===== src/rtl/ringacc_pkg.sv =====
package ringacc_pkg;

   typedef enum logic [2:0] {
      OP_INIT    = 3'd0,
      OP_EMPTY   = 3'd1,
      OP_FULL    = 3'd2,
      OP_GET     = 3'd3,
      OP_PUT     = 3'd4,
      OP_MSGSYNC = 3'd5
   } ring_op_e;

   typedef enum logic [2:0] {
      ST_IDLE,
      ST_ACQ,
      ST_ACC,
      ST_REL,
      ST_DONE
   } seq_state_e;

endpackage


===== src/rtl/ringacc_desc.sv =====
module ringacc_desc #(
   parameter int N_CHAN = 2,
   parameter int ADDR_W = 20,
   parameter int DATA_W = 8,
   localparam int CH_W = (N_CHAN > 1) ? $clog2(N_CHAN) : 1
) (
   input  logic              clk,
   input  logic              rst_n,
   input  logic [CH_W-1:0]   sel,
   input  logic              set_base,
   input  logic [ADDR_W-1:0] base_val,
   input  logic              wr_mask,
   input  logic              wr_in,
   input  logic              wr_out,
   input  logic [DATA_W-1:0] wr_val,
   output logic [ADDR_W-1:0] d_base,
   output logic [DATA_W-1:0] d_mask,
   output logic [DATA_W-1:0] d_in,
   output logic [DATA_W-1:0] d_out
);

   logic [ADDR_W-1:0] base_v [N_CHAN];
   logic [DATA_W-1:0] mask_v [N_CHAN];
   logic [DATA_W-1:0] in_v   [N_CHAN];
   logic [DATA_W-1:0] out_v  [N_CHAN];

   for (genvar c = 0; c < N_CHAN; c++) begin : g_ch
      logic              hit;
      logic [ADDR_W-1:0] base_r;
      logic [DATA_W-1:0] mask_r, in_r, out_r;

      assign hit = (32'(sel) == c);

      always_ff @(posedge clk) begin
         if (!rst_n) begin
            base_r <= '0;
            mask_r <= '0;
            in_r   <= '0;
            out_r  <= '0;
         end else if (hit) begin
            if (set_base) begin
               base_r <= base_val;
               mask_r <= '0;
               in_r   <= '0;
               out_r  <= '0;
            end else begin
               if (wr_mask) mask_r <= wr_val;
               if (wr_in)   in_r   <= wr_val;
               if (wr_out)  out_r  <= wr_val;
            end
         end
      end

      assign base_v[c] = base_r;
      assign mask_v[c] = mask_r;
      assign in_v[c]   = in_r;
      assign out_v[c]  = out_r;
   end

   always_comb begin
      d_base = '0;
      d_mask = '0;
      d_in   = '0;
      d_out  = '0;
      for (int c = 0; c < N_CHAN; c++) begin
         if (32'(sel) == c) begin
            d_base = base_v[c];
            d_mask = mask_v[c];
            d_in   = in_v[c];
            d_out  = out_v[c];
         end
      end
   end

endmodule


===== src/rtl/ringacc_seq.sv =====
module ringacc_seq
   import ringacc_pkg::*;
#(
   parameter int N_CHAN = 2,
   parameter int ADDR_W = 20,
   parameter int DATA_W = 8,
   parameter logic [ADDR_W-1:0] OFS_MASK = '0,
   parameter logic [ADDR_W-1:0] OFS_IN   = '0,
   parameter logic [ADDR_W-1:0] OFS_OUT  = '0,
   localparam int CH_W = (N_CHAN > 1) ? $clog2(N_CHAN) : 1
) (
   input  logic              clk,
   input  logic              rst_n,
   input  logic              op_valid,
   input  logic [2:0]        op_code,
   input  logic [CH_W-1:0]   op_chan,
   input  logic [ADDR_W-1:0] op_addr,
   input  logic [DATA_W-1:0] op_wdata,
   input  logic [ADDR_W-1:0] d_base,
   input  logic [DATA_W-1:0] d_mask,
   input  logic [DATA_W-1:0] d_in,
   input  logic [DATA_W-1:0] d_out,
   output logic [CH_W-1:0]   sel,
   output logic              set_base,
   output logic              wr_mask,
   output logic              wr_in,
   output logic              wr_out,
   output logic [DATA_W-1:0] wr_val,
   output logic              busy,
   output logic              done,
   output logic              done_flag,
   output logic [DATA_W-1:0] done_data,
   output logic              bus_req,
   input  logic              bus_gnt,
   output logic              mem_req,
   output logic              mem_we,
   output logic [ADDR_W-1:0] mem_addr,
   output logic [DATA_W-1:0] mem_wdata,
   input  logic [DATA_W-1:0] mem_rdata,
   input  logic              mem_ack
);

   seq_state_e        st;
   ring_op_e          op_q, op_in;
   logic [CH_W-1:0]   ch_q;
   logic [ADDR_W-1:0] addr_q;
   logic [DATA_W-1:0] dat_q, tmp_q;
   logic [1:0]        stp;
   logic              retry_q;

   logic [DATA_W-1:0] in_nx, out_nx;
   logic [ADDR_W-1:0] off, bsel;
   logic              last, stall, acked;
   logic              no_bus, no_bus_flag, known_op;

   assign op_in  = ring_op_e'(op_code);
   assign sel    = (st == ST_IDLE) ? op_chan : ch_q;
   assign in_nx  = (d_in + 1'b1) & d_mask;
   assign out_nx = (d_out + 1'b1) & d_mask;
   assign acked  = (st == ST_ACC) && mem_ack;

   // Decide at acceptance whether the operation touches the bus at all.
   always_comb begin
      known_op    = 1'b1;
      no_bus_flag = 1'b0;
      no_bus      = 1'b0;
      case (op_in)
         OP_INIT, OP_MSGSYNC: no_bus = (op_addr == '0);
         OP_EMPTY, OP_FULL, OP_GET, OP_PUT: begin
            no_bus      = (d_base == '0);
            no_bus_flag = no_bus;
         end
         default: begin
            known_op = 1'b0;
            no_bus   = 1'b1;
         end
      endcase
   end

   assign set_base = (st == ST_IDLE) && op_valid && known_op && (op_in == OP_INIT);

   // Access plan for each operation step.
   always_comb begin
      off       = '0;
      mem_we    = 1'b0;
      mem_wdata = '0;
      last      = 1'b0;
      stall     = 1'b0;
      bsel      = (op_q == OP_MSGSYNC) ? addr_q : d_base;
      case (op_q)
         OP_INIT: begin
            off  = (stp == 2'd0) ? OFS_MASK : (stp == 2'd1) ? OFS_IN : OFS_OUT;
            last = (stp == 2'd2);
         end
         OP_EMPTY: begin
            off  = OFS_IN;
            last = 1'b1;
         end
         OP_FULL: begin
            off  = OFS_OUT;
            last = 1'b1;
         end
         OP_GET: begin
            case (stp)
               2'd0:    begin off = OFS_IN; stall = (mem_rdata == d_out); end
               2'd1:    off = ADDR_W'(d_out);
               default: begin off = OFS_OUT; mem_we = 1'b1; mem_wdata = out_nx; last = 1'b1; end
            endcase
         end
         OP_PUT: begin
            case (stp)
               2'd0:    begin off = OFS_OUT; stall = (in_nx == mem_rdata); end
               2'd1:    begin off = ADDR_W'(d_in); mem_we = 1'b1; mem_wdata = dat_q; end
               default: begin off = OFS_IN; mem_we = 1'b1; mem_wdata = in_nx; last = 1'b1; end
            endcase
         end
         OP_MSGSYNC: begin
            if (stp == 2'd0) begin
               off = OFS_IN;
            end else begin
               off = OFS_OUT; mem_we = 1'b1; mem_wdata = tmp_q; last = 1'b1;
            end
         end
         default: ;
      endcase
   end

   assign mem_addr = bsel + off;

   // Descriptor updates, each on the acknowledge of its access.
   assign wr_mask = acked && (op_q == OP_INIT) && (stp == 2'd0);
   assign wr_in   = acked && (((op_q == OP_INIT) && (stp == 2'd1)) ||
                              ((op_q == OP_PUT)  && (stp == 2'd2)));
   assign wr_out  = acked && (((op_q == OP_INIT) && (stp == 2'd2)) ||
                              ((op_q == OP_GET)  && (stp == 2'd2)));
   assign wr_val  = (op_q == OP_INIT) ? mem_rdata :
                    (op_q == OP_PUT)  ? in_nx : out_nx;

   always_ff @(posedge clk) begin
      if (!rst_n) begin
         st        <= ST_IDLE;
         op_q      <= OP_INIT;
         ch_q      <= '0;
         addr_q    <= '0;
         dat_q     <= '0;
         tmp_q     <= '0;
         stp       <= '0;
         retry_q   <= 1'b0;
         done_flag <= 1'b0;
         done_data <= '0;
      end else begin
         case (st)
            ST_IDLE: if (op_valid) begin
               op_q      <= op_in;
               ch_q      <= op_chan;
               addr_q    <= op_addr;
               dat_q     <= op_wdata;
               stp       <= '0;
               retry_q   <= 1'b0;
               done_flag <= no_bus_flag;
               done_data <= '0;
               st        <= no_bus ? ST_DONE : ST_ACQ;
            end
            ST_ACQ: if (bus_gnt) st <= ST_ACC;
            ST_ACC: if (mem_ack) begin
               if (op_q == OP_EMPTY) done_flag <= (mem_rdata == d_out);
               if (op_q == OP_FULL)  done_flag <= (in_nx == mem_rdata);
               if ((op_q == OP_GET) && (stp == 2'd1)) done_data <= mem_rdata;
               if ((op_q == OP_MSGSYNC) && (stp == 2'd0)) tmp_q <= mem_rdata;
               if (last) begin
                  st <= ST_REL;
               end else if ((stp == 2'd0) && stall) begin
                  retry_q <= 1'b1;
                  st      <= ST_REL;
               end else begin
                  stp <= stp + 2'd1;
               end
            end
            ST_REL: if (!bus_gnt) begin
               if (retry_q) begin
                  retry_q <= 1'b0;
                  stp     <= '0;
                  st      <= ST_ACQ;
               end else begin
                  st <= ST_DONE;
               end
            end
            default: st <= ST_IDLE;
         endcase
      end
   end

   assign bus_req = (st == ST_ACQ) || (st == ST_ACC);
   assign mem_req = (st == ST_ACC);
   assign done    = (st == ST_DONE);
   assign busy    = (st != ST_IDLE);

endmodule


===== src/rtl/shm_ring_access.sv =====
module shm_ring_access #(
   parameter int N_CHAN = 2,
   parameter int ADDR_W = 20,
   parameter int DATA_W = 8,
   parameter logic [ADDR_W-1:0] OFS_MASK = {ADDR_W{1'b1}} - ADDR_W'(2),
   parameter logic [ADDR_W-1:0] OFS_IN   = {ADDR_W{1'b1}} - ADDR_W'(1),
   parameter logic [ADDR_W-1:0] OFS_OUT  = {ADDR_W{1'b1}},
   localparam int CH_W = (N_CHAN > 1) ? $clog2(N_CHAN) : 1
) (
   input  logic              clk,
   input  logic              rst_n,
   input  logic              op_valid,
   input  logic [2:0]        op_code,
   input  logic [CH_W-1:0]   op_chan,
   input  logic [ADDR_W-1:0] op_addr,
   input  logic [DATA_W-1:0] op_wdata,
   output logic              busy,
   output logic              done,
   output logic              done_flag,
   output logic [DATA_W-1:0] done_data,
   output logic              bus_req,
   input  logic              bus_gnt,
   output logic              mem_req,
   output logic              mem_we,
   output logic [ADDR_W-1:0] mem_addr,
   output logic [DATA_W-1:0] mem_wdata,
   input  logic [DATA_W-1:0] mem_rdata,
   input  logic              mem_ack
);

   if (N_CHAN < 1) begin : g_bad_chan
      $error("N_CHAN must be at least 1");
   end
   if (DATA_W < 2 || ADDR_W <= DATA_W) begin : g_bad_width
      $error("ADDR_W must exceed DATA_W, and DATA_W must be at least 2");
   end
   if (OFS_MASK == OFS_IN || OFS_MASK == OFS_OUT || OFS_IN == OFS_OUT) begin : g_bad_ofs
      $error("control byte offsets must differ");
   end

   logic [CH_W-1:0]   sel;
   logic              set_base, wr_mask, wr_in, wr_out;
   logic [DATA_W-1:0] wr_val, d_mask, d_in, d_out;
   logic [ADDR_W-1:0] d_base;

   ringacc_desc #(
      .N_CHAN (N_CHAN),
      .ADDR_W (ADDR_W),
      .DATA_W (DATA_W)
   ) desc_i (
      .clk      (clk),
      .rst_n    (rst_n),
      .sel      (sel),
      .set_base (set_base),
      .base_val (op_addr),
      .wr_mask  (wr_mask),
      .wr_in    (wr_in),
      .wr_out   (wr_out),
      .wr_val   (wr_val),
      .d_base   (d_base),
      .d_mask   (d_mask),
      .d_in     (d_in),
      .d_out    (d_out)
   );

   ringacc_seq #(
      .N_CHAN   (N_CHAN),
      .ADDR_W   (ADDR_W),
      .DATA_W   (DATA_W),
      .OFS_MASK (OFS_MASK),
      .OFS_IN   (OFS_IN),
      .OFS_OUT  (OFS_OUT)
   ) seq_i (
      .clk       (clk),
      .rst_n     (rst_n),
      .op_valid  (op_valid),
      .op_code   (op_code),
      .op_chan   (op_chan),
      .op_addr   (op_addr),
      .op_wdata  (op_wdata),
      .d_base    (d_base),
      .d_mask    (d_mask),
      .d_in      (d_in),
      .d_out     (d_out),
      .sel       (sel),
      .set_base  (set_base),
      .wr_mask   (wr_mask),
      .wr_in     (wr_in),
      .wr_out    (wr_out),
      .wr_val    (wr_val),
      .busy      (busy),
      .done      (done),
      .done_flag (done_flag),
      .done_data (done_data),
      .bus_req   (bus_req),
      .bus_gnt   (bus_gnt),
      .mem_req   (mem_req),
      .mem_we    (mem_we),
      .mem_addr  (mem_addr),
      .mem_wdata (mem_wdata),
      .mem_rdata (mem_rdata),
      .mem_ack   (mem_ack)
   );

endmodule


===== config.mk =====
export PLATFORM = sky130hd
export DESIGN_NAME = shm_ring_access
export DESIGN_NICKNAME = d
export VERILOG_FILES = /design/src/rtl/ringacc_pkg.sv /design/src/rtl/ringacc_desc.sv /design/src/rtl/ringacc_seq.sv /design/src/rtl/shm_ring_access.sv
export SDC_FILE = /design/constraint.sdc
export NUM_CORES = 1
export LEC_CHECK = 0
export ABC_AREA = 1
export BUFFER_PORTS_ARGS = -buffer_cell sky130_fd_sc_hd__buf_2
export CAP_MARGIN = 10
export CORE_ASPECT_RATIO = 1.1
export CORE_UTILIZATION = 50
export DETAILED_ROUTE_END_ITERATION = 6
export GPL_ROUTABILITY_DRIVEN = 0
export GPL_TIMING_DRIVEN = 0
export PLACE_DENSITY_LB_ADDON = 0.1
export SETUP_SLACK_MARGIN = 0.5
export SKIP_LAST_GASP = 1
export SLEW_MARGIN = 20
export SYNTH_ARGS = -nofsm -noshare
export SYNTH_HDL_FRONTEND = slang
export SYNTH_SLANG_ARGS = --single-unit
export TNS_END_PERCENT = 1

===== constraint.sdc =====
create_clock -name clk -period 5.4 [get_ports clk]
set_input_delay 0.54 -clock clk [delete_from_list [all_inputs] [get_ports clk]]
set_output_delay 0.54 -clock clk [all_outputs]
set_load 0.02 [all_outputs]

==> impl_metrics.json <==
{
  "grt_pass1_wl_um": 41500,
  "min_to": "seq_i.dat_q[6]",
  "ys.flop_type": "dfxtp_1",
  "min_from": "op_wdata[6]",
  "diodes": 0,
  "tns_ns": 0,
  "ys_ff_latch": 143,
  "critPathMaxFanout": 10,
  "drive_gt1_share_pct": 15.4,
  "max_stage_delay_ns": 0.35,
  "routed_via_density": 5.75,
  "cap_violations": 0,
  "setup_slack_ns": 0.683,
  "min_path_type": "in -> reg",
  "fmax_ghz": 0.212,
  "stdcell_area_um2": 9750,
  "postPlaceCellArea_um2": 8760,
  "avgRoutedWirePerCell_um": 18.0,
  "netlist_instances": 1191,
  "ys_types": 46,
  "dr.max_layer_used": "met4",
  "detail_route.first_pass.iterations": 7,
  "synthDominantCellAreaShare_pct": 35.4,
  "reg2reg_from": "seq_i.st[2]",
  "fin_cells": 1522,
  "final.setup_skew_ns": 0.00888,
  "r2r_slack_ns": 2.23,
  "die_w_um": 123,
  "rsz0062_at_grt": "true",
  "setup-violations-final": 0,
  "grt_pass1_vias": 7868,
  "r2r_end": "desc_i.g_ch[0].out_r[6]",
  "slew_viol_final": 0,
  "numCtsBuffers": 17,
  "fillers": 1510,
  "dr_total_vias": 8744,
  "cp_cell_sequence": "nor2_4, nand3_4, nand2_2, buf_6, buf_6, buf_12, mux2i_2, o21ai_0, ha_1, buf_4, nand2_1, nor2_1, a21oi_2, o21ai_2, a21boi_2, o21bai_1, a21boi_1, o21ai_0, a21oi_1, xor2_1, buf_2",
  "worst_setup_path_end_kind": "primary output",
  "cts_tree": "yes",
  "route.met3.wl_um": 2140,
  "slowest_stage": "dfxtp_1",
  "required_ns": 4.86,
  "die-height_um": 135,
  "yosys-top-cells-area": "dfxtp_1 (35%), o21ai_0 (12%), nand2_1 (9.1%)",
  "hold_viol_final": 0,
  "synth_seq_area_share_pct": 35.4,
  "pwr_density_cell_nw_per_um2": 582,
  "io-pin-count": 87,
  "htreeDepth": 4,
  "start_util_pct": 51.4,
  "totalWireLength_um": 27400,
  "synth-async-reset-ratio_pct": 0,
  "ys_warn_count": 0,
  "critPathLaunchType": "flop",
  "worstPathArrival_ns": 4.18,
  "worst_slew_pin_slew_ns": 0.930,
  "whs_path_depth": 3,
  "rr_worst_depth": 12,
  "die_area_um2": 16700,
  "clockRootBuffer": "clkbuf_16",
  "dp_cells": 1476,
  "cts_sinks": 143,
  "synth_edf_count": 0,
  "core_um2": 15700,
  "gr-total-overflow": 0,
  "route.met2.wl_um": 12900,
  "path_clk_slew_ns": 0.06,
  "grtUsageTotal_pct": 33.1,
  "fin_crit_sh_pct": 87.4,
  "antenna_found_initial": 0,
  "grt_max_degree": 17,
  "holdWs_ns": 0.332,
  "yosys-top-cells-count": "nand2_1 (196), o21ai_0 (188), nor2_1 (170)",
  "syn_area_um2": 8090,
  "crit_type": "reg -> out",
  "synth_nets": 1262,
  "ant_nets": 0,
  "yosysTopAreaCell": "dfxtp_1",
  "met1_length_um": 11300,
  "post-dp-hpwl_um": 20400,
  "syn_avg_cell_area_um2": 6.79,
  "drt_iter0_drc": 870,
  "synth.most_common_cell": "nand2_1",
  "row_count": 48,
  "relSlewSlack_pct": 37.9,
  "route.detailed.drc": 0,
  "fin_nets": 1382,
  "pre_cts_ws_ns": 0.0387,
  "cts_buffer_depth": 2,
  "peakVddDrop_mv": 0.464,
  "port_buffers": 85,
  "outcome": "finished, final reports clean",
  "p_leak_nw": 4.29,
  "syn2layout_area_growth_pct": 20.5,
  "insertion_delay_ns": 0.43,
  "min_period_ns": 4.72
}
placed cells by master (no fill, tap or decap), drive strengths merged, types with 22 or more instances in the layout:
cell type  instances
xor2              22
clkbuf            61
inv              101
nand3             64
ha                25
buf              111
a21oi            123
nor2             174
nand2            202
o21ai            198
dfxtp            143
final cells by class:
cell class	count	area, um^2	area share [%]
clock buffer	21	480	4.93
buffer	50	260	2.67
sequential	143	2870	29.4
timing repair buffer	101	548	5.62
tap	200	250	2.57
inverter	103	388	3.98
multi-input combinational	895	4770	49.0
clock inverter	9	181	1.86
layer usage:
metal  vias to the layer above  GRT usage [%]
met5                         -              0
met3                        95           5.85
met1                      3990           42.0
met4                         0           15.6
li1                       4248              -
met2                       411           54.1
stage by stage:
| step | power, mW | util [%] |
|---|---|---|
| after floorplan | 3.15 | - |
| after global placement | 3.98 | 55.7 |
| after detailed placement | 4.00 | 55.7 |
| after CTS | 5.44 | 60.5 |
| after global routing | 5.96 | 61.9 |
| final | 5.67 | 61.9 |
registers in the layout, indices dropped and copies added (netlist names), 2 cells and up:
register and cells:
desc_i.g_ch.in_r 16, seq_i.stp 2, seq_i.tmp_q 8, seq_i.addr_q 20, desc_i.g_ch.out_r 16, seq_i.op_q 3
seq_i.st 3, desc_i.g_ch.base_r 40, seq_i.done_data 8, desc_i.g_ch.mask_r 16, seq_i.dat_q 8
critical path, delay by kind of cell (launching register included):
family,cells,cell delay (ns)
AOI/OAI and AO/OA,8,1.16
buffers and inverters,5,0.82
and+or+nand+nor,5,0.63
DFF,1,0.35
adders and majority gates,1,0.35
muxes,1,0.25
xor gates and xnor gates,1,0.15
how the worst max path moves through the flow:
stage,from,slack (ns),endpoint,cells past startpoint
4_1_cts,seq_i.st[0],0.46,mem_addr[19],22
3_3_place_gp,op_chan,0.08,mem_addr[19],19
3_5_place_dp,op_chan,0.04,mem_addr[19],19
5_1_grt,seq_i.st[2],0.43,mem_addr[19],21
2_1_floorplan,op_chan,1.04,mem_addr[19],21
6_report,seq_i.st[2],0.68,mem_addr[19],21
timing repair:
item,CTS,global route
resized for setup,29,40
setup buffers,3,12
hold buffers,0,0
endpoints found under the setup margin,12,7
pin swaps,4,15
cells by family after synthesis:
family | after synthesis | synth area share [%]
AND/OR/NAND/NOR | 471 | 24.4
AO/OA/AOI/OAI | 356 | 23.8
buffers and inverters | 153 | 7.47
flip-flops | 143 | 35.4
XOR/XNOR | 27 | 2.92
adder cells (fa/ha/maj) | 26 | 4.12
multiplexers | 15 | 1.86
where the power goes:
part	switching [mW]	total, mW	internal [mW]	leakage (nW)
logic	2.01	3.05	1.04	2.82
clock network	0.465	1.33	0.864	0.313
registers	0.0919	1.29	1.20	1.16
total	2.56	5.67	3.11	4.29
Note: power is estimated with default switching activity, not from simulation.
